`src/rtl/rx_ring_pkg.sv`:
```
package rx_ring_pkg;
  localparam int WORD_W = 64;
  localparam int BYTE_SHIFT = 3;

  typedef enum logic {
    FR_IDLE = 1'b0,
    FR_DATA = 1'b1
  } framer_state_e;
endpackage

```
`src/rtl/ring_cursor.sv`:
```
module ring_cursor #(
  parameter int ADDR_W  = 40,
  parameter int BYTES_W = 20,
  parameter int IDX_W   = 8,
  parameter int LEN_W   = 8,
  parameter int TMO_W   = 16
) (
  input  logic               clk,
  input  logic               rst,
  input  logic [ADDR_W-1:0]  cfg_base,
  input  logic [BYTES_W-1:0] cfg_buf_bytes,
  input  logic [IDX_W-1:0]   cfg_buf_count,
  input  logic [LEN_W-1:0]   cfg_pkt_words,
  input  logic [TMO_W-1:0]   cfg_timeout,
  input  logic               idle,
  input  logic               start,
  input  logic               finish,
  output logic               hold,
  output logic [ADDR_W-1:0]  place_addr,
  output logic               ev_valid,
  output logic [IDX_W-1:0]   ev_index,
  output logic [BYTES_W-1:0] ev_bytes
);
  import rx_ring_pkg::*;

  localparam int SUM_W = BYTES_W + 1;

  logic [IDX_W-1:0]   idx_q;
  logic [BYTES_W-1:0] fill_q;
  logic [TMO_W-1:0]   age_q;
  logic [ADDR_W-1:0]  start_q;

  logic [SUM_W-1:0]   pkt_bytes;
  logic [SUM_W-1:0]   fill_sum;
  logic               need_roll;
  logic               last_buf;
  logic [IDX_W-1:0]   next_idx;
  logic [ADDR_W-1:0]  next_start;
  logic               tmo_hit;
  logic               full_hit;

  always_comb begin
    pkt_bytes  = SUM_W'(cfg_pkt_words) << BYTE_SHIFT;
    fill_sum   = {1'b0, fill_q} + pkt_bytes;
    need_roll  = (fill_q != '0) && (fill_sum > {1'b0, cfg_buf_bytes});
    last_buf   = (idx_q == cfg_buf_count - IDX_W'(1));
    next_idx   = last_buf ? '0 : idx_q + IDX_W'(1);
    next_start = last_buf ? cfg_base : start_q + ADDR_W'(cfg_buf_bytes);
    place_addr = need_roll ? next_start : start_q + ADDR_W'(fill_q);
    tmo_hit    = idle && (fill_q != '0) && (age_q >= cfg_timeout);
    full_hit   = finish && (fill_q == cfg_buf_bytes);
    hold       = tmo_hit;
  end

  always_ff @(posedge clk) begin
    if (rst) begin
      idx_q    <= '0;
      fill_q   <= '0;
      age_q    <= '0;
      start_q  <= cfg_base;
      ev_valid <= 1'b0;
      ev_index <= '0;
      ev_bytes <= '0;
    end else begin
      ev_valid <= 1'b0;
      if (fill_q == '0) begin
        age_q <= '0;
      end else if (age_q < cfg_timeout) begin
        age_q <= age_q + TMO_W'(1);
      end

      if (tmo_hit || full_hit || (start && need_roll)) begin
        ev_valid <= 1'b1;
        ev_index <= idx_q;
        ev_bytes <= fill_q;
        idx_q    <= next_idx;
        start_q  <= next_start;
        age_q    <= '0;
      end

      if (tmo_hit || full_hit) begin
        fill_q <= '0;
      end else if (start) begin
        fill_q <= need_roll ? BYTES_W'(pkt_bytes) : BYTES_W'(fill_sum);
      end
    end
  end

  // the ring index stays inside the configured count
  assert_idx_range_R7: assert property (@(posedge clk) disable iff (rst)
    idx_q < cfg_buf_count);

  // the fill never runs past the end of a buffer
  assert_fill_bound_R5: assert property (@(posedge clk) disable iff (rst)
    fill_q <= cfg_buf_bytes);

  // one-cycle events with a nonzero byte count
  assert_ev_pulse_R10: assert property (@(posedge clk) disable iff (rst)
    ev_valid |=> !ev_valid);
  assert_ev_nonzero_R10: assert property (@(posedge clk) disable iff (rst)
    ev_valid |-> (ev_bytes != '0));
endmodule

```
`src/rtl/pkt_framer.sv`:
```
module pkt_framer #(
  parameter int LEN_W = 8
) (
  input  logic                          clk,
  input  logic                          rst,
  input  logic [LEN_W-1:0]              cfg_pkt_words,
  input  logic                          hold,
  input  logic [rx_ring_pkg::WORD_W-1:0] hdr_word,
  input  logic                          in_valid,
  output logic                          in_ready,
  input  logic [rx_ring_pkg::WORD_W-1:0] in_data,
  output logic                          out_valid,
  input  logic                          out_ready,
  output logic [rx_ring_pkg::WORD_W-1:0] out_data,
  output logic                          out_sop,
  output logic                          out_eop,
  output logic                          idle,
  output logic                          start,
  output logic                          finish
);
  import rx_ring_pkg::*;

  framer_state_e     state_q;
  logic [LEN_W-1:0]  left_q;
  logic              slot_free;
  logic              take;

  always_comb begin
    slot_free = !out_valid || out_ready;
    idle      = (state_q == FR_IDLE);
    start     = idle && in_valid && slot_free && !hold;
    in_ready  = (state_q == FR_DATA) && slot_free;
    take      = in_ready && in_valid;
    finish    = take && (left_q == LEN_W'(1));
  end

  always_ff @(posedge clk) begin
    if (rst) begin
      state_q   <= FR_IDLE;
      left_q    <= '0;
      out_valid <= 1'b0;
      out_data  <= '0;
      out_sop   <= 1'b0;
      out_eop   <= 1'b0;
    end else if (start) begin
      out_valid <= 1'b1;
      out_data  <= hdr_word;
      out_sop   <= 1'b1;
      out_eop   <= 1'b0;
      left_q    <= cfg_pkt_words;
      state_q   <= FR_DATA;
    end else if (take) begin
      out_valid <= 1'b1;
      out_data  <= in_data;
      out_sop   <= 1'b0;
      out_eop   <= finish;
      left_q    <= left_q - LEN_W'(1);
      if (finish) state_q <= FR_IDLE;
    end else if (slot_free) begin
      out_valid <= 1'b0;
    end
  end

  // a stalled word is held unchanged
  assert_hold_R9: assert property (@(posedge clk) disable iff (rst)
    (out_valid && !out_ready) |=> (out_valid && $stable(out_data) &&
                                   $stable(out_sop) && $stable(out_eop)));
endmodule

```
`src/rtl/rx_ring_addr_gen.sv`:
```
module rx_ring_addr_gen #(
  parameter int ADDR_W  = 40,
  parameter int BYTES_W = 20,
  parameter int IDX_W   = 8,
  parameter int LEN_W   = 8,
  parameter int PORT_W  = 4,
  parameter int TMO_W   = 16
) (
  input  logic               clk,
  input  logic               rst,
  input  logic [ADDR_W-1:0]  cfg_base,
  input  logic [BYTES_W-1:0] cfg_buf_bytes,
  input  logic [IDX_W-1:0]   cfg_buf_count,
  input  logic [LEN_W-1:0]   cfg_pkt_words,
  input  logic [PORT_W-1:0]  cfg_port,
  input  logic               cfg_to_gpu,
  input  logic [TMO_W-1:0]   cfg_timeout,
  input  logic               in_valid,
  output logic               in_ready,
  input  logic [63:0]        in_data,
  output logic               out_valid,
  input  logic               out_ready,
  output logic [63:0]        out_data,
  output logic               out_sop,
  output logic               out_eop,
  output logic               ev_valid,
  output logic [IDX_W-1:0]   ev_index,
  output logic [BYTES_W-1:0] ev_bytes
);
  import rx_ring_pkg::*;

  localparam int PORT_LSB = ADDR_W;
  localparam int TGT_BIT  = ADDR_W + PORT_W;
  localparam int LEN_LSB  = TGT_BIT + 1;

  logic              f_idle;
  logic              f_start;
  logic              f_finish;
  logic              c_hold;
  logic [ADDR_W-1:0] c_addr;
  logic [WORD_W-1:0] hdr_word;

  always_comb begin
    hdr_word                     = '0;
    hdr_word[ADDR_W-1:0]         = c_addr;
    hdr_word[PORT_LSB +: PORT_W] = cfg_port;
    hdr_word[TGT_BIT]            = cfg_to_gpu;
    hdr_word[LEN_LSB +: LEN_W]   = cfg_pkt_words;
  end

  ring_cursor #(
    .ADDR_W (ADDR_W),
    .BYTES_W(BYTES_W),
    .IDX_W  (IDX_W),
    .LEN_W  (LEN_W),
    .TMO_W  (TMO_W)
  ) u_cursor (
    .clk          (clk),
    .rst          (rst),
    .cfg_base     (cfg_base),
    .cfg_buf_bytes(cfg_buf_bytes),
    .cfg_buf_count(cfg_buf_count),
    .cfg_pkt_words(cfg_pkt_words),
    .cfg_timeout  (cfg_timeout),
    .idle         (f_idle),
    .start        (f_start),
    .finish       (f_finish),
    .hold         (c_hold),
    .place_addr   (c_addr),
    .ev_valid     (ev_valid),
    .ev_index     (ev_index),
    .ev_bytes     (ev_bytes)
  );

  pkt_framer #(
    .LEN_W(LEN_W)
  ) u_framer (
    .clk          (clk),
    .rst          (rst),
    .cfg_pkt_words(cfg_pkt_words),
    .hold         (c_hold),
    .hdr_word     (hdr_word),
    .in_valid     (in_valid),
    .in_ready     (in_ready),
    .in_data      (in_data),
    .out_valid    (out_valid),
    .out_ready    (out_ready),
    .out_data     (out_data),
    .out_sop      (out_sop),
    .out_eop      (out_eop),
    .idle         (f_idle),
    .start        (f_start),
    .finish       (f_finish)
  );

  // nothing is offered in the first cycle after reset
  assert_reset_quiet_R1: assert property (@(posedge clk)
    $fell(rst) |-> (!out_valid && !ev_valid && !in_ready));
endmodule

```
`config.mk`:
```
export PLATFORM = sky130hd
export DESIGN_NAME = rx_ring_addr_gen
export DESIGN_NICKNAME = d
export VERILOG_FILES = /design/src/rtl/rx_ring_pkg.sv /design/src/rtl/ring_cursor.sv /design/src/rtl/pkt_framer.sv /design/src/rtl/rx_ring_addr_gen.sv
export SDC_FILE = /design/constraint.sdc
export NUM_CORES = 1
export LEC_CHECK = 0
export ABC_AREA = 1
export BUFFER_PORTS_ARGS = -buffer_cell sky130_fd_sc_hd__buf_2
export CAP_MARGIN = 20
export CORE_UTILIZATION = 52
export DETAILED_ROUTE_END_ITERATION = 8
export PLACE_DENSITY = 0.78
export SETUP_SLACK_MARGIN = 0.15
export SYNTH_ARGS = -nofsm -noshare
export SYNTH_HDL_FRONTEND = slang
export SYNTH_SLANG_ARGS = --single-unit
```
`constraint.sdc`:
```
create_clock -name clk -period 5.1 [get_ports clk]
set_clock_uncertainty 0.2 [all_clocks]
set_input_delay 0.255 -clock clk [delete_from_list [all_inputs] [get_ports clk]]
set_output_delay 0.255 -clock clk [all_outputs]
set_load 0.01 [all_outputs]
```
[Word level (Yosys, flattened, before mapping)]
Index checks and enable logic that the tools add are counted.
Word-level totals
  word-level logic and storage cells: 73
  register bits: 189
  output and inout port bits: 97
  input bits: 165
Cells by class
  bitwise gates (word level): 1
  mux-type cells: 19
  magnitude comparators: 3
  equality and inequality tests: 3
  reductions and logical operators: 26
  add/subtract/negate cells: 7
Operator list (number)
  2-to-1 mux 40 bit: 4
  2-to-1 mux 53 bit: 2
  adder 40 x 20 -> 40 bit: 2
  2-to-1 mux 8 bit: 3
  adder 20 x 11 -> 21 bit: 1
  > comparator 21 x 20 -> 1 bit: 1
  == test 20 bit: 1
  zero test 20 bit: 1
  2-to-1 mux 20 bit: 1
  nonzero test 20 bit: 1
  adder 16 x 1 -> 16 bit (second input constant): 1
  greater-or-equal comparator 16 bit: 1
  less-than comparator 16 bit: 1
  subtractor 8 x 1 -> 8 bit (second input constant): 2
  logical AND 1 bit: 11
  2-to-1 mux 1 bit: 9
  adder 8 x 1 -> 8 bit (second input constant): 1
  == test 8 x 1 -> 1 bit (second input constant): 1
  == test 8 bit: 1
  nonzero test 2 bit: 3
  OR reduction 2 bit: 2
  logical OR 1 bit: 3
  nonzero test 3 bit: 1
  OR reduction 3 bit: 1
  3 further kinds: 4

[Depth between registers and ports, before layout]
  word-level depth: 10
  gate-level depth with buffers: 30

[By module]
A second synthesis with hierarchy kept.
Unflattened totals
  cell total of the unflattened synthesis: 2132
  area, all modules: 14024.7 µm²
Modules (own cells, without submodules)
  ring_cursor: cells each 1601, area an instance 10513.8 µm², times used 1, seq. area each 2542.4 µm²
  pkt_framer: cells each 530, area an instance 3507.1 µm², times used 1, seq. area each 1521.5 µm²
  rx_ring_addr_gen: cells each 1, area an instance 3.8 µm², times used 1, seq. area each 0.0 µm²

[Worst setup path before layout]
Ideal clock, no wire load.
  path kind: reg-to-reg
  from: register u_cursor.fill_q[3]
  to: register u_cursor.start_q[0] (enable)
  stages on the path, launching flop included: 23
  path buffers: 0
  library setup time: 0.399 ns
  data arrival time: 4.125 ns
  setup slack: 0.376 ns
  path through: dfxtp_1 -> ha_1 -> inv_1 -> fa_1 -> o21ai_0 -> nand4_1 -> o211ai_1 -> nand2_1 -> nor3_1 -> xor2_1 -> ha_1 -> nand2_1 -> nor3_1 -> nand2_1 -> nand2_1 -> nand2_1 -> nand2_1 -> nand2_1 -> nand2_1 -> nand2_1 -> nand2_4 -> nand3_4 -> nand2_1
Between the ends
  word-level cells in the longest chain between the ends: 8
Ends and longest elaborated chain
  from (decl): RTL line ring_cursor.sv:29  | logic [BYTES_W-1:0] fill_q;
  from (signal assigned): RTL line ring_cursor.sv:84  | fill_q <= need_roll ? BYTES_W'(pkt_bytes) : BYTES_W'(fill_sum);
  parallel branches: the longest is 6 deep, another holds adder 20 x 11 -> 21 bit
  logical OR 1 bit *: RTL line ring_cursor.sv:72  | if (tmo_hit || full_hit || (start && need_roll)) begin
  nonzero test 2 bit (no line) *
  to (signal assigned): RTL line ring_cursor.sv:60  | start_q <= cfg_base;
  to (signal assigned): RTL line ring_cursor.sv:77  | start_q <= next_start;
  to (decl): RTL line ring_cursor.sv:31  | logic [ADDR_W-1:0] start_q;
Every way passes the cells marked *.
A chain may end at the register's enable or synchronous reset.

[Final worst setup path]
  from: register u_cursor.fill_q[3]
  to: register u_framer.out_data[21] (netlist bit)
Between the ends
  word-level cells in the longest chain between the ends: 6
Ends and longest elaborated chain
  parallel branches: the longest is 6 deep, another holds adder 20 x 11 -> 21 bit
  to (signal assigned): RTL line pkt_framer.sv:47  | out_data <= hdr_word;
  to (signal assigned): RTL line pkt_framer.sv:54  | out_data <= in_data;
  to (decl): RTL line pkt_framer.sv:14  | output logic [rx_ring_pkg::WORD_W-1:0] out_data,
Several ways; the timed one is not identified.

==> qor.yml <==
floorplan:
  initial_core_util_pct: 53.1
  core_area_sq_um: 27000
  die_h_microns: 168
  rows: 60
  dieArea_sq_um: 28300
  die_width_microns: 168
  ioPinCount: 262
min_path:
  hp-class: "in -> reg"
drt:
  dr.pass1.iters: 6
  drt-vias-per-instance: 5.64
  wirelength_mm: 55.1
  num_vias: 16200
  drt_iter0_markers: 1587
  wire_per_inst_microns: 19.2
  drc: 0
  ant_nets: 0
placement:
  io_buffers: 258
  dp.cells: 2753
  place_hpwl_mm: 41.9
  gp_congestion: 1.00
yosys:
  synth-edff-count: 40
  syn_avg_cell_area_sq_um: 6.49
  ys_seq_elements: 183
  syn_inst: 2214
  yosysSeqAreaShare_pct: 28.3
  synthFlopType: "dfxtp_1"
  synth-async-reset-ratio_pct: 0
  netlist_area_sq_um: 14400
  synth_warnings: 0
  synthDistinctLibCells: 55
clock_network:
  insertion_delay_ns: 0.45
  cts_buffer_depth: 2
  htree_levels: 4
  cts_buffers: 17
  clk_pin_slew_ns: 0.08
  post-cts-setup-buffer-count: 0
  cts_root_buf: "clkbuf_16"
  cts_tree: "done"
  cts.sinks: 183
worst_setup_path:
  startpoint_type: "register"
  worstPathRequired_ns: 5.24
  arrival_ns: 4.83
  rr_worst_depth: 21
  crit_start: "u_cursor.fill_q[3]$_SDFFE_PP0P_"
  end_kind: "register"
  endpoint: "u_framer.out_data[21]$_SDFFE_PP0P_"
  crit_path_max_fanout: 24
  reg2reg_to: "u_framer.out_data[21]$_SDFFE_PP0P_"
  rrSetupSlack_ns: 0.41
  timing_worst_setup_path_type: "reg -> reg"
  rr_startpoint: "u_cursor.fill_q[3]$_SDFFE_PP0P_"
global_routing:
  gr-total-overflow: 0
  antenna_found_initial: 0
  grt_first_pass_wirelength_mm: 84.1
  grt_pass1_vias: 15500
  grt_max_degree: 68
  grt.total_usage_pct: 38.8
run:
  drv_cap: 0
power_and_ir_drop:
  power.density_nw_per_um2: 267
  peakVddDrop_uv: 205
  leakage_nw: 8.86
sta:
  rsz0062_at_grt: "true"
  holdWs_ns: 0.000337
  period_needed_ns: 4.69
  slew_viol_final: 0
  relSlewSlack_pct: 45.5
  fin_crit_sh_pct: 92.0
  finalHoldViolations: 0
  worst_pin_slew_ns: 0.817
  setup_viol: 0
  fmax_mhz: 213
  fin_setup_tns_ns: 0
run_status:
  status: "completed"
final_layout:
  drive_above_1_share_pct: 15.5
  stdcell_count: 2872
  fin_util_pct: 63.9
  syn2layout_area_growth_pct: 20.2
  n_antenna_cell: 0
  layout.nets: 2768
## per-layer routing
| metal | GRT usage [%] | up-vias | part of all wire, % | wire, microns |
|---|---|---|---|---|
| li1 | - | 7746 | - | - |
| met1 | 44.8 | 7464 | 38 | 21200 |
| met4 | 23.0 | 0 | 5.8 | 3170 |
| met3 | 7.19 | 181 | 8.2 | 4510 |
| met2 | 67.2 | 812 | 48 | 26200 |
| met5 | 0 | - | 0 | 0 |
## per-stage QoR
stage / instance area [sq um] / setup slack [ns] / power (W)
after CTS: 17200 / 0.257 / 0.00457
after global placement: 15800 / 0.436 / 0.00315
after floorplan: 14400 / 0.376 / 0.00264
final: 17300 / 0.408 / 0.00461
after detailed placement: 15800 / 0.271 / 0.00317
after global routing: 17300 / 0.134 / 0.00482
## how the worst min path moves through the flow
stage	startpoint	to	cells after the start
2_1_floorplan	in_data[53]	u_framer.out_data[53]$_SDFFE_PP0P_	2
3_3_place_gp	u_framer.out_data[61]$_SDFFE_PP0P_	u_framer.out_data[61]$_SDFFE_PP0P_	2
3_5_place_dp	u_framer.out_data[62]$_SDFFE_PP0P_	u_framer.out_data[62]$_SDFFE_PP0P_	2
4_1_cts	cfg_base[39]	u_cursor.start_q[39]$_DFFE_PP_	3
5_1_grt	cfg_base[4]	u_cursor.start_q[4]$_DFFE_PP_	3
6_report	cfg_base[39]	u_cursor.start_q[39]$_DFFE_PP_	3
## cells by family after synthesis
logic type,after synthesis,share of synthesized area [%]
and+or+nand+nor,1088,32.8
DFF,183,28.3
AOI/OAI and AO/OA,342,13.4
xor gates and xnor gates,101,6.16
buffers and inverters,414,11.9
adders and majority gates,85,7.51
other,1,0.0261
## flip-flops by register name (all words and copies together) (netlist names)
name                cells
u_framer.out_data      64
u_cursor.ev_valid       1
u_framer.out_sop        1
u_cursor.start_q       40
u_cursor.age_q         16
u_cursor.ev_index       8
u_cursor.fill_q        17
u_framer.out_eop        1
u_framer.left_q         8
u_cursor.idx_q          8
u_cursor.ev_bytes      17
u_framer.out_valid      1
u_framer.state_q        1
## report_power, final
part / switching, W / total, W / internal (W)
Combinational: 0.00102 / 0.00155 / 0.000525
Sequential: 0.0000979 / 0.00169 / 0.00160
Clock: 0.000660 / 0.00136 / 0.000704
Total: 0.00178 / 0.00461 / 0.00283
## worst max-delay path, cell delays in order (launching register included)
cell       delay [ns]
dfxtp_1          0.40
ha_1             0.22
inv_1            0.10
fa_1             0.40
o21ai_1          0.27
nand4_1          0.15
o211ai_1         0.17
nand2_1          0.16
nor3_1           0.27
nand4_1          0.14
xor2_1           0.20
ha_1             0.39
inv_1            0.06
o2111ai_1        0.24
nor2_2           0.08
nand3_2          0.10
nand3_4          0.23
buf_4            0.33
nand3_1          0.10
nand2_1          0.09
nor2_1           0.20
nor2_1           0.06
## cell usage after synthesis (11+ instances only)
| cell | n | area [sq um] |
|---|---|---|
| o21ai_0 | 151 | 756 |
| xor2_1 | 76 | 666 |
| edfxtp_1 | 40 | 1200 |
| dfxtp_1 | 143 | 2860 |
| nand4_1 | 40 | 250 |
| o21ai_2 | 20 | 175 |
| a21oi_1 | 102 | 510 |
| inv_1 | 319 | 1200 |
| buf_2 | 32 | 160 |
| nand3_1 | 193 | 966 |
| nand2_1 | 619 | 2320 |
| xnor2_1 | 25 | 219 |
| a31oi_1 | 23 | 144 |
| inv_2 | 11 | 41.3 |
| nor3_1 | 30 | 150 |
| o22ai_1 | 12 | 75.1 |
| nor2_1 | 148 | 556 |
| ha_1 | 83 | 1040 |
| clkbuf_1 | 27 | 101 |
## timing repair
item / 4_1_cts / 5_1_grt
resized for setup: 0 / 3
endpoints found under the hold margin: 82 / 0
hold buffers: 87 / 0
endpoints found under the setup margin: 0 / 137
## cell usage in the layout, fill, tap and decap left out, types with 12 or more instances in the layout
| cell type | instances |
|---|---|
| edfxtp_1 | 40 |
| o21ai_0 | 150 |
| a31oi_1 | 23 |
| o21ai_2 | 20 |
| nand4_1 | 40 |
| a21oi_1 | 102 |
| nand2_1 | 618 |
| dfxtp_1 | 143 |
| o22ai_1 | 12 |
| nor3_1 | 29 |
| buf_2 | 258 |
| nand3_1 | 193 |
| buf_4 | 18 |
| dlygate4sd3_1 | 87 |
| xor2_1 | 76 |
| clkbuf_16 | 17 |
| ha_1 | 83 |
| inv_1 | 318 |
| nor2_1 | 147 |
| xnor2_1 | 25 |
## final cells by class
| cell class | instances | area (sq um) |
|---|---|---|
| fill | 2522 | 9770 |
| clock inverter | 13 | 135 |
| clock buffer | 19 | 443 |
| inverter | 332 | 1250 |
| timing repair buffer | 365 | 2330 |
| tap | 341 | 427 |
| sequential | 183 | 4060 |
| multi-input combinational | 1619 | 8610 |
(Power assumes the default switching activity.)
